File: src/rtl/ackGapPkg.sv
package ackGapPkg;

  typedef struct packed {
    logic clear;
    logic countTick;
    logic stepCheck;
  } dpStrobe_t;

  typedef enum logic {
    ST_IDLE  = 1'b0,
    ST_ARMED = 1'b1
  } ackState_e;

endpackage

File: src/rtl/ackGapDatapath.sv
module ackGapDatapath
  import ackGapPkg::*;
#(
  parameter int NUM_CHECKS = 4,
  parameter int FIRST_TICK = 7,
  parameter int SPACING = 12,
  parameter logic [NUM_CHECKS-1:0] EXPECT_LEVELS = 4'b1010
) (
  input  logic      clk,
  input  logic      rstN,
  input  dpStrobe_t strobe,
  input  logic      quarterTick,
  input  logic      gapLevel,
  output logic      atSample,
  output logic      levelOk,
  output logic      lastCheck
);

  localparam int LAST_TICK = FIRST_TICK + (NUM_CHECKS - 1) * SPACING;
  localparam int CNT_W = $clog2(LAST_TICK + 1);
  localparam int IDX_W = (NUM_CHECKS > 1) ? $clog2(NUM_CHECKS) : 1;

  logic [CNT_W-1:0] tickCnt;
  logic [CNT_W-1:0] nextTick;
  logic [IDX_W-1:0] checkIdx;
  logic [CNT_W-1:0] samplePos [NUM_CHECKS];

  for (genvar i = 0; i < NUM_CHECKS; i++) begin : g_pos
    assign samplePos[i] = CNT_W'(FIRST_TICK + i * SPACING);
  end

  assign nextTick  = tickCnt + 1'b1;
  assign atSample  = quarterTick && (nextTick == samplePos[checkIdx]);
  assign levelOk   = (gapLevel == EXPECT_LEVELS[checkIdx]);
  assign lastCheck = (checkIdx == IDX_W'(NUM_CHECKS - 1));

  always_ff @(posedge clk or negedge rstN) begin
    if (!rstN) begin
      tickCnt  <= '0;
      checkIdx <= '0;
    end else if (strobe.clear) begin
      tickCnt  <= '0;
      checkIdx <= '0;
    end else begin
      if (strobe.countTick) tickCnt <= nextTick;
      if (strobe.stepCheck) checkIdx <= checkIdx + 1'b1;
    end
  end

  // the tick count never runs past the last sample point
  p_tick_bound_r3: assert property (@(posedge clk) disable iff (!rstN)
    tickCnt <= CNT_W'(LAST_TICK));

  // the control moves to the next check only on a matching sample tick
  p_step_on_sample_r3: assert property (@(posedge clk) disable iff (!rstN)
    strobe.stepCheck |-> (atSample && levelOk));

endmodule

File: src/rtl/ackGapControl.sv
module ackGapControl
  import ackGapPkg::*;
(
  input  logic      clk,
  input  logic      rstN,
  input  logic      ackEnable,
  input  logic      codeEnd,
  input  logic      quarterTick,
  input  logic      atSample,
  input  logic      levelOk,
  input  logic      lastCheck,
  output dpStrobe_t strobe,
  output logic      ackPulse,
  output logic      failPulse
);

  ackState_e state, nextState;
  logic ackNext, failNext;

  always_comb begin
    strobe    = '0;
    nextState = state;
    ackNext   = 1'b0;
    failNext  = 1'b0;
    unique case (state)
      ST_IDLE: begin
        if (ackEnable && codeEnd) begin
          strobe.clear = 1'b1;
          nextState    = ST_ARMED;
        end
      end
      ST_ARMED: begin
        if (!ackEnable) begin
          nextState = ST_IDLE;
        end else if (codeEnd) begin
          strobe.clear = 1'b1;
        end else if (quarterTick) begin
          strobe.countTick = 1'b1;
          if (atSample) begin
            if (!levelOk) begin
              failNext  = 1'b1;
              nextState = ST_IDLE;
            end else if (lastCheck) begin
              ackNext   = 1'b1;
              nextState = ST_IDLE;
            end else begin
              strobe.stepCheck = 1'b1;
            end
          end
        end
      end
      default: nextState = ST_IDLE;
    endcase
  end

  always_ff @(posedge clk or negedge rstN) begin
    if (!rstN) begin
      state     <= ST_IDLE;
      ackPulse  <= 1'b0;
      failPulse <= 1'b0;
    end else begin
      state     <= nextState;
      ackPulse  <= ackNext;
      failPulse <= failNext;
    end
  end

  // results are exclusive and last a single cycle
  p_exclusive_r9: assert property (@(posedge clk) disable iff (!rstN)
    !(ackPulse && failPulse));
  p_ack_single_r9: assert property (@(posedge clk) disable iff (!rstN)
    ackPulse |=> !ackPulse);
  p_fail_single_r9: assert property (@(posedge clk) disable iff (!rstN)
    failPulse |=> !failPulse);

  // a cleared enable forces idle and blocks an acknowledge
  p_disabled_idle_r7: assert property (@(posedge clk) disable iff (!rstN)
    !ackEnable |=> (state == ST_IDLE));
  p_ack_enabled_r7: assert property (@(posedge clk) disable iff (!rstN)
    ackPulse |-> $past(ackEnable));

  // a result can only come out of an armed sequence
  p_result_armed_r10: assert property (@(posedge clk) disable iff (!rstN)
    (ackPulse || failPulse) |-> $past(state == ST_ARMED));

endmodule

File: src/rtl/ackGapDetect.sv
module ackGapDetect
  import ackGapPkg::*;
#(
  parameter int NUM_CHECKS = 4,
  parameter int FIRST_TICK = 7,
  parameter int SPACING = 12,
  parameter logic [NUM_CHECKS-1:0] EXPECT_LEVELS = 4'b1010
) (
  input  logic clk,
  input  logic rstN,
  input  logic ackEnable,
  input  logic quarterTick,
  input  logic codeEnd,
  input  logic gapLevel,
  output logic ackPulse,
  output logic failPulse
);

  dpStrobe_t strobe;
  logic atSample, levelOk, lastCheck;

  ackGapControl u_ctrl (
    .clk        (clk),
    .rstN       (rstN),
    .ackEnable  (ackEnable),
    .codeEnd    (codeEnd),
    .quarterTick(quarterTick),
    .atSample   (atSample),
    .levelOk    (levelOk),
    .lastCheck  (lastCheck),
    .strobe     (strobe),
    .ackPulse   (ackPulse),
    .failPulse  (failPulse)
  );

  ackGapDatapath #(
    .NUM_CHECKS   (NUM_CHECKS),
    .FIRST_TICK   (FIRST_TICK),
    .SPACING      (SPACING),
    .EXPECT_LEVELS(EXPECT_LEVELS)
  ) u_dp (
    .clk        (clk),
    .rstN       (rstN),
    .strobe     (strobe),
    .quarterTick(quarterTick),
    .gapLevel   (gapLevel),
    .atSample   (atSample),
    .levelOk    (levelOk),
    .lastCheck  (lastCheck)
  );

endmodule

File: config.mk
export PLATFORM = sky130hd
export DESIGN_NAME = ackGapDetect
export DESIGN_NICKNAME = d
export VERILOG_FILES = /design/src/rtl/ackGapPkg.sv /design/src/rtl/ackGapDatapath.sv /design/src/rtl/ackGapControl.sv /design/src/rtl/ackGapDetect.sv
export SDC_FILE = /design/constraint.sdc
export NUM_CORES = 1
export LEC_CHECK = 0
export BUFFER_PORTS_ARGS = -buffer_cell sky130_fd_sc_hd__buf_2
export CORE_AREA = 3 3 40 42
export CTS_CLUSTER_DIAMETER = 80
export CTS_CLUSTER_SIZE = 28
export DETAILED_ROUTE_END_ITERATION = 6
export DIE_AREA = 0 0 43 45
export PLACE_DENSITY = 0.72
export SYNTH_ARGS = -nofsm -noshare
export SYNTH_HDL_FRONTEND = slang
export SYNTH_HIERARCHICAL = 1
export SYNTH_SLANG_ARGS = --single-unit
File: constraint.sdc
create_clock -name clk -period 5.84 [get_ports clk]
set_input_delay 0.584 -clock clk [delete_from_list [all_inputs] [get_ports clk]]
set_output_delay 0.584 -clock clk [all_outputs]
set_load 0.05 [all_outputs]
Word-level counts from Yosys, hierarchy flattened. Cells that the tools add are included.

Memories kept: 0. Bits in read-only memories: 0. Bits in registers: 11. Word-level logic and storage cells: 55. Latch bits: 0. Output and inout port bits: 2. Memory bits (writable): 0.

Reduce and logical (&&, ||, !) cells: 4. Equality and inequality tests: 3. Multiplexer cells: 37. Div/mod/pow operators: 0. $mul: 0. Shift-type cells: 0. $add $sub $neg: 2. $lt $le $gt $ge: 2. Bitwise logic cells: 2.

Operators by type and width (count): $mux 6 (4); $mux 1 (23); $bmux 6 s2 (1); $mux 2 (5); $add 6x1->6 const B (1); $eq 6x6->1 (1); $pmux 1 s2 (2); $reduce_bool 2->1 (2); $ge 3x3->1 const B (1); $lt 2x3->1 const B (1); $mux 3 (1); $not 2->3 (1); $add 2x1->2 const B (1); $bmux 1 s2 (1); $eq 2x2->1 const B (1); $logic_and 1x1->1 (2); $eq 1x1->1 (1); $not 1->1 (1).

Depth between registers and ports, before layout. Gate-level depths: netlist of run 1.

Word-level depth: 13. Gate-level depth with buffers: 10. Depth with buffers taken out: 10.

By module. Netlist of run 1, hierarchy kept.

Modules (own cells, without submodules): ackGapDatapath (cells an instance 55, times used 1, area an instance 536.8 um^2); ackGapControl (cells an instance 14, times used 1, area an instance 156.4 um^2).

Worst setup path before layout of run 1. No wires, ideal clock.

Path kind: register to register. Start: register u_dp.checkIdx[0]. End: register u_dp.checkIdx[1]. Slack: 3.715 ns. Arrival: 1.997 ns. Cell stages (with the launch flop): 11. Setup time: 0.128 ns. Cell sequence: dfrtp_1 > inv_1 > ha_1 > xnor2_1 > xnor2_1 > nand3_1 > nor4_2 > inv_1 > nor3_1 > mux2i_1 > nor2_1.

RTL lines: from (decl) (line ackGapDatapath.sv:25) `logic [IDX_W-1:0] checkIdx;`; from (signal assigned) (line ackGapDatapath.sv:46) `if (strobe.stepCheck) checkIdx <= checkIdx + 1'b1;`.

==> Implementation_results.wiki, run 1 <==
{| class="wikitable"
! Metric !! Value
|-
| Status || finished, final reports clean
|-
| Initial antenna violation count || 0
|-
| Minimum setup slack in the final design || 3.485 ns
|-
| Terminus of the critical flop-to-flop path || u_dp/checkIdx[1]
|-
| Initial drt markers || 6
|-
| Buffer levels on the longest clock path || 2
|-
| Number of buffers inserted by post-CTS setup repair || 0
|-
| Wirelength per Cell || 12.27 µm
|-
| H-Tree Depth || 1
|-
| Reg clk slew, reported paths || 0.07 ns
|-
| Portion of the clock cycle consumed by the worst path in the final layout || 40.33%
|-
| Proportion of synthesized area in mux cells || 1.444%
|-
| Startpoint type of the worst setup path || register
|-
| Highest clock frequency the design can meet || 424.5 MHz
|-
| Starting utilization of the core area || 53.94%
|-
| CTS tree || done
|-
| Clock Tree Root || sky130_fd_sc_hd__clkbuf_4
|-
| Number of nets with antenna violations after routing || 0
|-
| Width of the die || 43 µm
|-
| Critical path required time || 5.99 ns
|-
| Final critical-path required period || 2.355 ns
|-
| Total via count after detailed routing || 460
|-
| Global route overflow || 0
|-
| Drt first pass iters || 2
|-
| Peak supply drop || 81.17 µV
|-
| Pre-CTS setup slack || 3.488 ns
|-
| Critical Setup Path Class || register to register
|-
| Count of endpoints failing setup in the final report || 0
|-
| Post-synth cell types || 23
|-
| Hold-fix buffers, CTS || 0
|-
| Number of hold violations in the final report || 0
|-
| Layout cell share with drive strength beyond 1 || 18.18%
|-
| Static Leakage || 0.3698 nW
|-
| Accumulated negative setup slack || 0 ns
|-
| Sum of routed wire length over all layers || 1129 µm
|-
| RSZ-0062 raised after global routing || no
|-
| CTS sink cnt || 11
|-
| Slack of the worst reg-to-reg path || 3.48 ns
|-
| Post-CTS resize count || 0
|-
| Class of the most critical hold timing path || input port to asynchronous set/reset pin
|-
| Via count of the first global-routing pass || 486
|-
| Maximum number of pins on one net before global-route repair || 12
|-
| Count of buffers inserted at the top-level ports || 7
|-
| Final count of pins violating max slew || 0
|-
| Area of the core || 0.001285 mm²
|-
| Largest family of logic cells by synthesized area || simple AND/OR/NAND/NOR gates
|-
| Final core utilization || 58.71%
|-
| Post-Synthesis Cell Area || 693.2 µm²
|-
| Post-synthesis simple-gate area fraction || 21.84%
|-
| Vertical die dimension || 45 µm
|-
| Worst-margin pin slew || 0.3986 ns
|-
| Number of flip-flops and latches in the synthesized netlist || 11
|-
| Share of the yosys chip area belonging to registers || 39.71%
|-
| Ratio of routed vias to standard cells || 5.000
|-
| Max-cap check violation count || 0
|-
| Launch point of the worst path || u_dp/checkIdx[0]
|-
| Area of the die || 0.001935 mm²
|-
| Routability cong. || 0.7681
|-
| Synth Net Count || 80
|-
| Compound-cell area share of the yosys netlist || 3.069%
|-
| Synthesized area per cell || 10.05 µm²
|-
| First-pass GRT wire length || 2090 µm
|-
| Fill cell instance count of the final layout || 121
|-
| Post-synthesis share of cell area spent on xor and xnor gates || 18.95%
|-
| Rows || 13
|-
| Largest driver fanout on the critical path || 4
|-
| Critical-path cell list || inv_1, ha_1, xnor2_1, xnor2_1, nand3_1, nor4_2, inv_1, nor3_1, mux2i_1, nor2_1
|-
| HPWL after detailed placement || 879.4 µm
|-
| Area delta synth->final || 8.845%
|-
| Slowest stage delay, CP || 0.42 ns
|-
| Crit-path slowest cell || sky130_fd_sc_hd__dfrtp_1
|-
| Net total in the final layout || 89
|-
| Worst clock skew || 0.002390 ns
|-
| Power density over the cells || 188.3 mW/mm²
|-
| Global Route Usage Sum || 14.78%
|-
| Worst slew margin || 73.22%
|-
| Number of placed I/O pins || 8
|-
| Crit path arrival time || 2.51 ns
|-
| Number of buffers created by CTS || 3
|-
| DRC Markers || 0
|-
| Clock network latency to the later pin of the worst-skew pair || 0.26 ns
|-
| Worst reg2reg path startpoint || u_dp/checkIdx[0]
|-
| Worst R2R Path Depth || 10
|-
| Count of inserted antenna diode cells || 0
|-
| Number of warnings reported in the yosys synthesis log || 6
|-
| Post-synthesis share of cell area spent on full adders, half adders and majority gates || 9.025%
|-
| Gate count of the mapped netlist || 69
|-
| Setup crit end || u_dp/checkIdx[1]
|-
| Endpoint type of the worst setup path || register
|}
==> how the worst min path moves through the flow <==
| stage | start | cells past startpoint | slack (ns) | to |
|---|---|---|---|---|
| floorplan | rstN | 0 | 0.29 | u_ctrl/ackPulse |
| CTS | rstN | 1 | 0.18 | u_ctrl/failPulse |
| detailed placement | rstN | 1 | 0.47 | u_ctrl/failPulse |
| finish | rstN | 1 | 0.18 | u_ctrl/failPulse |
| global route | rstN | 1 | 0.18 | u_ctrl/failPulse |
| global placement | rstN | 1 | 0.47 | u_ctrl/state |
==> cell usage after synthesis, drive strengths merged <==
cell type | instances | share of area [%]
nand4b | 1 | 3.4
and4 | 1 | 1.3
nand2b | 1 | 0.90
buf | 1 | 1.6
and3 | 1 | 0.90
a41oi | 1 | 1.3
nor2 | 9 | 4.9
mux2i | 1 | 1.4
nor3 | 2 | 1.4
o21ai | 1 | 0.72
nand2 | 1 | 0.54
inv | 6 | 3.2
and2 | 1 | 1.1
a211oi | 1 | 1.1
nor4 | 1 | 1.8
xnor2 | 8 | 10
ha | 5 | 9.0
clkbuf | 2 | 1.1
dfrtp | 11 | 40
nand3 | 4 | 2.9
nand4 | 3 | 2.7
xor2 | 7 | 8.8
==> layout make-up <==
type	count	area, µm²	area share, %
flip-flops and latches	11	275.3	36.48
repair buffers	7	35.03	4.643
clock buffers	4	26.28	3.483
multi-input cells	49	376.6	49.92
inverters	6	22.52	2.985
well taps	15	18.77	2.488
==> stage by stage <==
step	cell area (µm²)	total power, mW	hold slack, ns	instances
final	754.5	0.1421	0.1793	92
after floorplan	693.2	0.08754	0.2884	69
after detailed placement	728.2	0.09331	0.4685	88
after CTS	754.5	0.1449	0.1797	92
after global placement	728.2	0.09271	0.4663	88
after global routing	754.5	0.1503	0.1810	92
==> routing by layer <==
layer	part of all wire [%]	vias to the layer above	wire length, µm	global-route usage [%]
met5	0	-	0	0
met2	50	7	568	23.95
met4	0	0	0	5.422
met1	46	209	516	19.10
li1	-	244	-	-
met3	3.9	0	44	3.984
==> where the power goes <==
part | internal, mW | switching (mW) | total (mW)
clock network | 0.0264 | 0.0241 | 0.0504
logic | 0.00459 | 0.00654 | 0.0111
registers | 0.0777 | 0.00278 | 0.0805
total | 0.109 | 0.0334 | 0.142
==> cells in the final DEF, fill, tap and decap left out <==
cell type	instances
sky130_fd_sc_hd__dfrtp_1	11
sky130_fd_sc_hd__nor2_1	9
sky130_fd_sc_hd__xnor2_1	8
sky130_fd_sc_hd__buf_2	7
sky130_fd_sc_hd__xor2_1	7
sky130_fd_sc_hd__inv_1	5
sky130_fd_sc_hd__ha_1	5
sky130_fd_sc_hd__nand3_1	4
sky130_fd_sc_hd__clkbuf_4	3
sky130_fd_sc_hd__nand4_1	3
sky130_fd_sc_hd__nor3_1	2
sky130_fd_sc_hd__clkbuf_1	1
sky130_fd_sc_hd__nand4b_4	1
sky130_fd_sc_hd__nand2b_1	1
sky130_fd_sc_hd__and2_2	1
sky130_fd_sc_hd__o21ai_0	1
sky130_fd_sc_hd__a41oi_1	1
sky130_fd_sc_hd__inv_2	1
sky130_fd_sc_hd__and4_1	1
sky130_fd_sc_hd__and3_1	1
sky130_fd_sc_hd__nor4_2	1
sky130_fd_sc_hd__mux2i_1	1
sky130_fd_sc_hd__nand2_1	1
sky130_fd_sc_hd__a211oi_1	1
==> worst max-delay path: cells and delay by family, from the launching register on <==
family	cells	cell delay, ns
xor+xnor	2	0.32
fa+ha+maj	1	0.33
buf+inv	2	0.18
flops	1	0.42
mux	1	0.23
simple gates	4	0.75
==> cells by family after synthesis <==
logic type	after synthesis
compound gates	3
xor+xnor	15
buf+inv	9
flops	11
simple gates	25
fa+ha+maj	5
mux	1
==> sequential cells by signal, indices dropped and copies added, names as in the netlist <==
name              count
u_ctrl/state          1
u_dp/tickCnt          6
u_dp/checkIdx         2
u_ctrl/failPulse      1
u_ctrl/ackPulse       1
Power figures use the tool's default switching activity.
==> inputs of run 2 (changes only) <==
--- a/config.mk
+++ b/config.mk
@@ -5,13 +5,14 @@
 export SDC_FILE = /design/constraint.sdc
 export NUM_CORES = 1
 export LEC_CHECK = 0
+export ABC_AREA = 1
 export BUFFER_PORTS_ARGS = -buffer_cell sky130_fd_sc_hd__buf_2
-export CORE_AREA = 3 3 40 42
+export CORE_AREA = 3 3 43 45
 export CTS_CLUSTER_DIAMETER = 80
 export CTS_CLUSTER_SIZE = 28
 export DETAILED_ROUTE_END_ITERATION = 6
-export DIE_AREA = 0 0 43 45
-export PLACE_DENSITY = 0.72
+export DIE_AREA = 0 0 46 48
+export PLACE_DENSITY = 0.69
 export SYNTH_ARGS = -nofsm -noshare
 export SYNTH_HDL_FRONTEND = slang
 export SYNTH_HIERARCHICAL = 1
==> constraint.sdc (replaced) <==
create_clock -name clk -period 2 [get_ports clk]
set_input_delay 0.2 -clock clk [delete_from_list [all_inputs] [get_ports clk]]
set_output_delay 0.2 -clock clk [all_outputs]
set_load 0.05 [all_outputs]
==> run 2 against run 1 <==
  * Flip-flop and latch count stayed put
  * Sequential power grew to 2.9 times the previous value
  * Count of clock-buffer cells in the layout is the same
  * Global-route usage grew 0.26 points
  * First-iteration DRC count rose to 2.8 times the previous value
  * Synthesized cell count is 49% higher
  * Largest power group unchanged
==> Implementation_results.wiki, run 2 <==
{| class="wikitable"
! Metric !! Value
|-
| Status || finished, final reports clean (unchanged)
|-
| Final critical-path required period || 1.989 ns (was 2.355 ns)
|-
| Routability cong. || 0.8157 (was 0.7681)
|-
| Class of the most critical hold timing path || input port to register (was input port to asynchronous set/reset pin)
|-
| Power density over the cells || 437.8 mW/mm² (was 188.3 mW/mm²)
|-
| Number of flip-flops and latches in the synthesized netlist || 11 (unchanged)
|-
| Commonest non-fill, non-tap cells in the layout || 17 x sky130_fd_sc_hd__inv_1, 17 x sky130_fd_sc_hd__nand2_1, 13 x sky130_fd_sc_hd__nand3_1 (was 11 x sky130_fd_sc_hd__dfrtp_1, 9 x sky130_fd_sc_hd__nor2_1, 8 x sky130_fd_sc_hd__xnor2_1)
|-
| Portion of the clock cycle consumed by the worst path in the final layout || 99.46% (was 40.33%)
|-
| Post-synthesis share of cell area spent on xor and xnor gates || 2.397% (was 18.95%)
|-
| Reg clk slew, reported paths || 0.07 ns (about the same)
|-
| Starting utilization of the core area || 48.50% (was 53.94%)
|-
| Number of nets with antenna violations after routing || 0 (unchanged)
|-
| Top reg by flops || u_dp/tickCnt (unchanged)
|-
| Compound-cell area share of the yosys netlist || 8.219% (was 3.069%)
|-
| Critical path required time || 2.15 ns (was 5.99 ns)
|-
| Total via count after detailed routing || 734 (was 460)
|-
| Final count of pins violating max slew || 0 (unchanged)
|-
| Non-filler instance count after layout || 143 (was 92)
|-
| Post-Synthesis Cell Area || 730.7 µm² (was 693.2 µm²)
|-
| Number of buffers created by CTS || 3 (unchanged)
|-
| DRC Markers || 0 (unchanged)
|-
| Pre-CTS setup slack || -0.002038 ns (was 3.488 ns)
|-
| HPWL after detailed placement || 1164 µm (was 879.4 µm)
|-
| Max-cap check violation count || 0 (unchanged)
|-
| Crit path arrival time || 2.14 ns (was 2.51 ns)
|-
| Flip-flop count of the largest register after layout || 6 (unchanged)
|-
| Leading cell type by number of instances after synthesis || sky130_fd_sc_hd__inv_1 (was sky130_fd_sc_hd__dfrtp_1)
|-
| Proportion of synthesized area in mux cells || 0% (was 1.444%)
|-
| Area of the core || 0.001506 mm² (was 0.001285 mm²)
|-
| Count of endpoints failing setup in the final report || 0 (unchanged)
|-
| Vertical die dimension || 48 µm (was 45 µm)
|-
| Area of the die || 0.002208 mm² (was 0.001935 mm²)
|-
| CTS sink cnt || 11 (unchanged)
|-
| Static Leakage || 0.4607 nW (was 0.3698 nW)
|-
| Count of buffers inserted at the top-level ports || 7 (unchanged)
|-
| Buffer levels on the longest clock path || 2 (unchanged)
|-
| Layout cell share with drive strength beyond 1 || 29.13% (was 18.18%)
|-
| Area share of the largest cell type after synthesis || 37.67% (was 39.71%)
|-
| Largest registers ranked by flip-flop count || u_dp/tickCnt: 6 flops, u_dp/checkIdx: 2 flops (unchanged)
|-
| Post-route design area || 967.2 µm² (was 754.5 µm²)
|-
| Startpoint type of the worst setup path || register (unchanged)
|-
| Critical Setup Path Class || register to register (unchanged)
|-
| Global route overflow || 0 (unchanged)
|-
| Sum of routed wire length over all layers || 1588 µm (was 1129 µm)
|-
| Number of synthesized flops with an enable pin || 0 (unchanged)
|-
| Area delta synth->final || 32.36% (was 8.845%)
|-
| Number of placed cells counting well taps || 134 (was 88)
|-
| Worst clock skew || 0.003657 ns (was 0.002390 ns)
|-
| Rows || 14 (was 13)
|-
| Share of the yosys chip area belonging to registers || 37.67% (was 39.71%)
|-
| Net total in the final layout || 139 (was 89)
|-
| Worst slew margin || 76.04% (was 73.22%)
|-
| Synth Flop Type || sky130_fd_sc_hd__dfrtp_1 (unchanged)
|-
| Initial antenna violation count || 0 (unchanged)
|-
| Minimum setup slack in the final design || 0.01086 ns (was 3.485 ns)
|-
| Worst-margin pin slew || 0.3581 ns (was 0.3986 ns)
|-
| Ratio of routed vias to standard cells || 5.133 (was 5.000)
|-
| Peak supply drop || 308.7 µV (was 81.17 µV)
|-
| Highest clock frequency the design can meet || 502.7 MHz (was 424.5 MHz)
|-
| Largest family of logic cells by synthesized area || simple AND/OR/NAND/NOR gates (unchanged)
|-
| Number of warnings reported in the yosys synthesis log || 6 (unchanged)
|-
| Count of inserted antenna diode cells || 0 (unchanged)
|-
| Global Route Usage Sum || 15.04% (was 14.78%)
|-
| Initial drt markers || 17 (was 6)
|-
| Via count of the first global-routing pass || 603 (was 486)
|-
| Gate count of the mapped netlist || 103 (was 69)
|-
| Commonest cells in the synthesized netlist || 20 x sky130_fd_sc_hd__inv_1, 19 x sky130_fd_sc_hd__nand2_1, 16 x sky130_fd_sc_hd__nand3_1 (was 11 x sky130_fd_sc_hd__dfrtp_1, 9 x sky130_fd_sc_hd__nor2_1, 8 x sky130_fd_sc_hd__xnor2_1)
|-
| Synth Net Count || 114 (was 80)
|-
| Largest driver fanout on the critical path || 3 (was 4)
|-
| CTS tree || done (unchanged)
|-
| Post-route worst hold slack || 0.2413 ns (was 0.1793 ns)
|-
| Maximum number of pins on one net before global-route repair || 12 (unchanged)
|-
| Number of hold violations in the final report || 0 (unchanged)
|-
| Drt first pass iters || 4 (was 2)
|-
| Post-synthesis simple-gate area fraction || 32.88% (was 21.84%)
|-
| H-Tree Depth || 1 (unchanged)
|-
| First-pass GRT wire length || 2359 µm (was 2090 µm)
|-
| Width of the die || 46 µm (was 43 µm)
|-
| Endpoint type of the worst setup path || register (unchanged)
|-
| Synthesized area per cell || 7.094 µm² (was 10.05 µm²)
|-
| Clock Tree Root || sky130_fd_sc_hd__clkbuf_4 (unchanged)
|-
| Fill cell instance count of the final layout || 128 (was 121)
|-
| Post-synthesis share of cell area spent on full adders, half adders and majority gates || 8.562% (was 9.025%)
|-
| Number of placed I/O pins || 8 (unchanged)
|-
| Clock network latency to the later pin of the worst-skew pair || 0.26 ns (about the same)
|-
| Post-synth cell types || 16 (was 23)
|-
| RSZ-0062 raised after global routing || yes (was no)
|-
| Wirelength per Cell || 11.10 µm (was 12.27 µm)
|-
| Proportion of register bits with asynchronous set or reset after synthesis || 100.0% (unchanged)
|-
| Yosys top cell by area || sky130_fd_sc_hd__dfrtp_1 (unchanged)
|-
| Most area-consuming cells after synthesis || sky130_fd_sc_hd__dfrtp_1 38%, sky130_fd_sc_hd__nand3_1 11%, sky130_fd_sc_hd__inv_1 10% (was sky130_fd_sc_hd__dfrtp_1 40%, sky130_fd_sc_hd__xnor2_1 10%, sky130_fd_sc_hd__ha_1 9.0%)
|-
| Post-DP Area || 845.8 µm² (was 728.2 µm²)
|}
run 2: cell type report:
cell class                      instances  area, µm²  area share (%)
Sequential cell                        11      276.5           28.59
Tap cell                               16      20.02           2.070
Multi-Input combinational cell         72      430.4           44.50
Inverter                               20      75.07           7.762
Timing Repair Buffer                   20      138.9           14.36
Clock buffer                            4      26.28           2.717
run 2: report_power, final:
| part | leakage, nW | switching [mW] | total (mW) | internal [mW] |
|---|---|---|---|---|
| Combinational | 0.295 | 0.0258 | 0.0405 | 0.0147 |
| Clock | 0.0150 | 0.0755 | 0.153 | 0.0771 |
| Sequential | 0.150 | 0.00370 | 0.230 | 0.227 |
| Total | 0.461 | 0.105 | 0.423 | 0.318 |
run 2: cell families (layout without fill, tap and decap cells):
logic type	count (synthesis)	in the layout
xor+xnor	2	2
fa+ha+maj	5	5
flops	11	11
compound gates	11	11
simple gates	54	54
buf+inv	20	44
run 2: worst paths after layout:
check,from,endpoint,slack (ns),depth (start not counted)
setup / recovery,u_dp/tickCnt[1],u_dp/checkIdx[1],0.01,16
hold / removal,gapLevel,u_ctrl/ackPulse,0.24,4
setup reg to reg,u_dp/tickCnt[1],u_dp/checkIdx[1],0.01,16
hold reg to reg,u_ctrl/state,u_ctrl/state,0.53,2
max in group asynchronous,rstN,u_dp/tickCnt[2],1.45,2
min in group asynchronous,rstN,u_dp/tickCnt[1],0.33,2
run 2: per-stage QoR:
stage	power [mW]	setup TNS, ns	utilization (%)
floorplan	0.2504	0	-
global placement	0.2692	0	56.15
detailed placement	0.2696	-0.002038	56.15
CTS	0.4257	0	58.72
global route	0.4439	-0.2163	64.20
finish	0.4234	0	64.20
run 2: critical path, stage by stage, from the launching register on:
cell and delay (ns):
sky130_fd_sc_hd__dfrtp_1 0.39, sky130_fd_sc_hd__buf_6 0.12, sky130_fd_sc_hd__ha_4 0.16, sky130_fd_sc_hd__inv_2 0.05, sky130_fd_sc_hd__nand2_2 0.05, sky130_fd_sc_hd__nand3_1 0.07
sky130_fd_sc_hd__nand2_1 0.05, sky130_fd_sc_hd__nor2_1 0.12, sky130_fd_sc_hd__nand3_1 0.11, sky130_fd_sc_hd__nor2_2 0.12, sky130_fd_sc_hd__nand3_2 0.09, sky130_fd_sc_hd__nor2_4 0.13
sky130_fd_sc_hd__inv_2 0.06, sky130_fd_sc_hd__nor2_4 0.13, sky130_fd_sc_hd__nor2_1 0.05, sky130_fd_sc_hd__a21oi_1 0.12, sky130_fd_sc_hd__nor2_1 0.06
run 2: timing repair:
item | in CTS | in global routing
setup endpoints to repair | 1 | 2
gates cloned | 0 | 0
hold buffers | 1 | 0
pin swaps | 0 | 10
hold endpoints to repair | 11 | 0
gates resized for setup | 1 | 17
buffers inserted | 0 | 4
run 2: routing by layer:
metal  global-route usage (%)  vias up  routed length (µm)
li1                         -      384                   -
met1                    19.59      332                 780
met2                    22.80       16                 744
met3                    3.383        2                  56
met4                    8.523        0                   5
met5                        0        -                   0
